File: src/rtl/tirq_pkg.sv
package tirq_pkg;
  localparam int unsigned CPU_W = 2;
  localparam int unsigned IRQ_W = 5;
  localparam logic [IRQ_W-1:0] TIMER_IRQ_ID = 5'd29;

  typedef struct packed {
    logic             valid;
    logic [CPU_W-1:0] cpu;
    logic [IRQ_W-1:0] id;
  } set_req_t;
endpackage

File: src/rtl/tirq_edge_detect.sv
module tirq_edge_detect #(
  parameter int unsigned LINES = 8
) (
  input  logic             clk_i,
  input  logic             rst_ni,
  input  logic [LINES-1:0] level_i,
  output logic [LINES-1:0] rise_o
);
  logic [LINES-1:0] prev_q;

  for (genvar g = 0; g < LINES; g++) begin : g_line
    always_ff @(posedge clk_i or negedge rst_ni) begin
      if (!rst_ni) prev_q[g] <= 1'b0;
      else         prev_q[g] <= level_i[g];
    end
    assign rise_o[g] = level_i[g] & ~prev_q[g];
  end
endmodule

File: src/rtl/tirq_pend_arb.sv
module tirq_pend_arb #(
  parameter int unsigned LINES = 8,
  localparam int unsigned IDX_W = (LINES > 1) ? $clog2(LINES) : 1
) (
  input  logic             clk_i,
  input  logic             rst_ni,
  input  logic [LINES-1:0] rise_i,
  output logic             grant_vld_o,
  output logic [IDX_W-1:0] grant_idx_o,
  output logic [LINES-1:0] pend_o
);
  logic [LINES-1:0] pend_q, all_req, pend_d;

  assign all_req = pend_q | rise_i;

  // lowest index wins
  always_comb begin
    grant_idx_o = '0;
    for (int i = LINES - 1; i >= 0; i--) begin
      if (all_req[i]) grant_idx_o = IDX_W'(i);
    end
  end

  assign grant_vld_o = |all_req;

  always_comb begin
    pend_d = all_req;
    if (grant_vld_o) pend_d[grant_idx_o] = 1'b0;
  end

  always_ff @(posedge clk_i or negedge rst_ni) begin
    if (!rst_ni) pend_q <= '0;
    else         pend_q <= pend_d;
  end

  assign pend_o = pend_q;

  p_queue_drains_r7: assert property (@(posedge clk_i) disable iff (!rst_ni)
    (rise_i == '0) |=> ($countones(pend_q) <= $past($countones(pend_q))));
endmodule

File: src/rtl/tirq_edge_router.sv
module tirq_edge_router
  import tirq_pkg::*;
#(
  parameter int unsigned NUM_CPU = 4,
  localparam int unsigned LINES  = 2 * NUM_CPU,
  localparam int unsigned IDX_W  = $clog2(LINES)
) (
  input  logic             clk_i,
  input  logic             rst_ni,
  input  logic [LINES-1:0] level_i,
  output logic             req_valid_o,
  output logic [CPU_W-1:0] req_cpu_o,
  output logic [IRQ_W-1:0] req_id_o
);
  logic [LINES-1:0] rise;
  logic [LINES-1:0] pend;
  logic             grant_vld;
  logic [IDX_W-1:0] grant_idx;
  set_req_t         req_d, req_q;

  tirq_edge_detect #(.LINES(LINES)) u_edge (
    .clk_i   (clk_i),
    .rst_ni  (rst_ni),
    .level_i (level_i),
    .rise_o  (rise)
  );

  tirq_pend_arb #(.LINES(LINES)) u_arb (
    .clk_i       (clk_i),
    .rst_ni      (rst_ni),
    .rise_i      (rise),
    .grant_vld_o (grant_vld),
    .grant_idx_o (grant_idx),
    .pend_o      (pend)
  );

  always_comb begin
    req_d.valid = grant_vld;
    req_d.cpu   = CPU_W'(grant_idx >> 1);
    req_d.id    = TIMER_IRQ_ID + IRQ_W'(grant_idx[0]);
  end

  always_ff @(posedge clk_i or negedge rst_ni) begin
    if (!rst_ni) req_q <= '0;
    else         req_q <= req_d;
  end

  assign req_valid_o = req_q.valid;
  assign req_cpu_o   = req_q.cpu;
  assign req_id_o    = req_q.id;

  p_rise_served_r2: assert property (@(posedge clk_i) disable iff (!rst_ni)
    (rise != '0) |=> req_valid_o);
  p_idle_quiet_r9: assert property (@(posedge clk_i) disable iff (!rst_ni)
    ((rise == '0) && (pend == '0)) |=> !req_valid_o);
  p_cpu_range_r5: assert property (@(posedge clk_i) disable iff (!rst_ni)
    req_valid_o |-> (int'(req_cpu_o) < NUM_CPU));
  p_id_legal_r6: assert property (@(posedge clk_i) disable iff (!rst_ni)
    req_valid_o |-> (req_id_o == 5'd29 || req_id_o == 5'd30));
endmodule

File: config.mk
export PLATFORM = sky130hd
export DESIGN_NAME = tirq_edge_router
export DESIGN_NICKNAME = d
export VERILOG_FILES = /design/src/rtl/tirq_pkg.sv /design/src/rtl/tirq_edge_detect.sv /design/src/rtl/tirq_pend_arb.sv /design/src/rtl/tirq_edge_router.sv
export SDC_FILE = /design/constraint.sdc
export NUM_CORES = 1
export LEC_CHECK = 0
export CAP_MARGIN = 20
export CORE_MARGIN = 8
export CORE_UTILIZATION = 52
export DETAILED_ROUTE_END_ITERATION = 16
export HOLD_SLACK_MARGIN = 0.06
export PLACE_DENSITY = 0.81
export SLEW_MARGIN = 20
export SYNTH_ARGS = -nofsm -noshare
export SYNTH_HDL_FRONTEND = slang
export SYNTH_SLANG_ARGS = --single-unit
File: constraint.sdc
create_clock -name clk_i -period 2.4 [get_ports clk_i]
set_clock_uncertainty 0.15 [all_clocks]
set_input_delay 0.24 -clock clk_i [delete_from_list [all_inputs] [get_ports clk_i]]
set_output_delay 0.24 -clock clk_i [all_outputs]
set_load 0.02 [all_outputs]
==> results.yml <==
synth:
  syn_inst: 69
  yosysTopAreaCell: "dfrtp_1"
  yosys_warnings: 0
  seq_area_frac_synth_pct: 63.1
  synthMuxAreaShare_pct: 0
  synth_cell_types: 27
  synth_area_um2: 872
  synth_seq_cells: 22
  yosys.area_share.simple_pct: 13.5
  yosys-top-cells-area: "dfrtp_1, a2111oi_4, nand2b_1"
  yosys.area.top_type_share_pct: 63.1
  synth_xor_area_share_pct: 0
  synth_compound_area_share_pct: 16.9
  synth_top_family_by_area: "compound AO/OA/AOI/OAI gates"
  synth_fa_ha_area_share_pct: 0
  synth_nets: 79
  synth_area_per_cell_um2: 12.6
critical_path:
  worstPathArrival_ns: 1.29
  crit_family: "buffers and inverters"
  critPathSlowestCell: "clkdlybuf4s50_1"
  critical_path_class: "flip-flop to primary output"
  crit_chain: "clkdlybuf4s50_1"
  worst-path-max-fanout: 3
  crit_path_end_kind: "primary output"
  startpoint_type: "flip-flop"
  max_stage_delay_ns: 0.61
  required_ns: 2.01
  critPathBufInv: 1
drt:
  drtAntennaViolNets: 0
  drcViolationCount: 0
  drt_iter0_drc: 8
  avgViaCountPerCell: 5.33
  vias: 560
  dr.pass1.iters: 4
  wl_per_cell_um: 14.1
  wirelength_um: 1480
pwr:
  p_int_mw: 0.537
  max-vdd-ir-drop_uv: 510
  power.net_switching_mw: 0.169
  pwr-share-seq_pct: 57.2
  power_density_nw_per_um2: 647
  comb_power_share_pct: 14.7
  leakage_nw: 0.485
  switching_share_pct: 23.9
  pwr-share-clk_pct: 28.0
  power_mw: 0.706
clock_tree:
  cts_sinks: 22
  cts_tree: "yes"
  post_cts_buffers: 0
  worstSkewPairLatency_ns: 0.30
  clkTransAtPathRegs_ns: 0.11
  post_cts_resized: 0
  cts_root_buffer: "clkbuf_4"
  htreeDepth: 1
  cts_buffers: 3
  ctsHoldBuffers: 0
  cts_buffer_depth: 2
run_status:
  status: "completed"
finish:
  multi_input_area_um2: 273
  instances_no_fill: 105
  nNetsFinal: 100
  seqCellArea_um2: 551
  postLayoutCellArea_um2: 1090
  drive_above_1_share_pct: 14.6
  most-common-layout-cells: "dfrtp_1, clkdlybuf4s50_1, inv_1, nor2_1, nand2b_1"
  post-route-util_pct: 70.8
  syn_to_final_growth_pct: 25.1
  final_common_cell: "dfrtp_1"
  diodes: 0
  fillers: 125
grt:
  grt_pass1_wl_um: 2550
  antenna_found_initial: 0
  grt_pass1_vias: 613
  grt.total_usage_pct: 9.39
  overflow: 0
  grt_max_degree: 23
die:
  fp.dieH_um: 57.0
  coreArea_um2: 1540
  initial_core_util_pct: 56.6
  fp-row-count: 14
  io_pins: 18
  die-area_um2: 3240
  fp.dieW_um: 57.0
sta:
  setup_viol: 0
  fmax_mhz: 596
  max_slew.worst_pin.slew_ns: 0.668
  slew_headroom_pct: 54.3
  fin_crit_ns: 1.68
  worst_slack_ns: 0.722
  rsz0062_at_grt: "false"
  hold_viol: 0
  min_period_over_period_pct: 69.9
  whs_ns: 0.112
  fin_tns_setup_ns: 0
  drv_slew: 0
placement:
  place_ws_ns: 0.465
  dpl.cell_count: 101
  portBuffers: 17
  hpwlAfterDp_um: 1160
  place_congestion: 0.752
  placed_cell_area_um2: 1050
hold_path:
  hold_class: "primary input to async pin"
run:
  drv_cap: 0
path summary, 6_finish.rpt:
check                                 start  slack, ns  depth (start not counted)          endpoint
setup / recovery                req_id_o[3]       0.72                          1       req_id_o[4]
hold / removal                       rst_ni       0.11                          2   u_arb.pend_o[4]
setup reg to reg           u_edge.prev_q[5]       0.80                          4   u_arb.pend_o[6]
hold reg to reg             u_arb.pend_o[5]       0.42                          2   u_arb.pend_o[5]
max in group asynchronous            rst_ni       1.78                          2   u_arb.pend_o[5]
min in group clk_i               level_i[0]       0.24                          1  u_edge.prev_q[0]
cell type report:
| type | instances | share of cell area, % |
|---|---|---|
| clock buffers | 4 | 3.33 |
| inverters | 7 | 2.41 |
| multi-input cells | 37 | 25.0 |
| flip-flops and latches | 22 | 50.5 |
| well taps | 16 | 1.83 |
| repair buffers | 19 | 17.0 |
power groups by stage:
stage | Clock (mW) | Sequential [mW] | Combinational (mW)
final | 0.198 | 0.404 | 0.104
after global routing | 0.217 | 0.407 | 0.115
after CTS | 0.204 | 0.405 | 0.106
after detailed placement | 0 | 0.412 | 0.105
after global placement | 0 | 0.410 | 0.103
after floorplan | 0 | 0.418 | 0.0462
routing by layer:
metal,global-route usage [%],routed length [µm],up-vias
li1,-,-,276
met1,9.37,591,261
met2,16.9,754,19
met3,4.20,114,4
met4,3.02,21,0
met5,0,0,-
registers in the layout, summed over array words and instances (netlist names):
name	cells
req_valid_o	1
u_edge.prev_q	8
req_cpu_o	2
u_arb.pend_o	8
req_id_o	3
worst reg2reg max path, stage by stage (launching register included):
cell and delay [ns]:
dfrtp_1 0.35, nand2b_1 0.13, or4b_4 0.48, o211ai_1 0.26, a31oi_1 0.12
cell usage after synthesis:
library cell / number
nand2b_1: 4
nor2b_1: 2
a22oi_1: 1
inv_2: 1
a21oi_1: 3
a2111oi_4: 1
conb_1: 2
o211a_1: 1
nand2_1: 1
dfrtp_1: 22
and4_1: 1
a211oi_2: 1
nand3_1: 1
and3_1: 1
o211ai_1: 1
a211o_2: 1
nor2_1: 6
a31oi_1: 2
a2111oi_0: 1
inv_1: 6
a21boi_1: 2
or4b_4: 1
nor2b_4: 1
a32oi_2: 1
o21ai_1: 1
buf_4: 3
and2_1: 1
cell families (layout without fill, tap and decap cells):
kind of cell | after synthesis | count (layout)
other | 2 | 2
buffers and inverters | 10 | 30
flip-flops | 22 | 22
AND/OR/NAND/NOR | 19 | 19
AO/OA/AOI/OAI | 16 | 16
(Power assumes the default switching activity.)
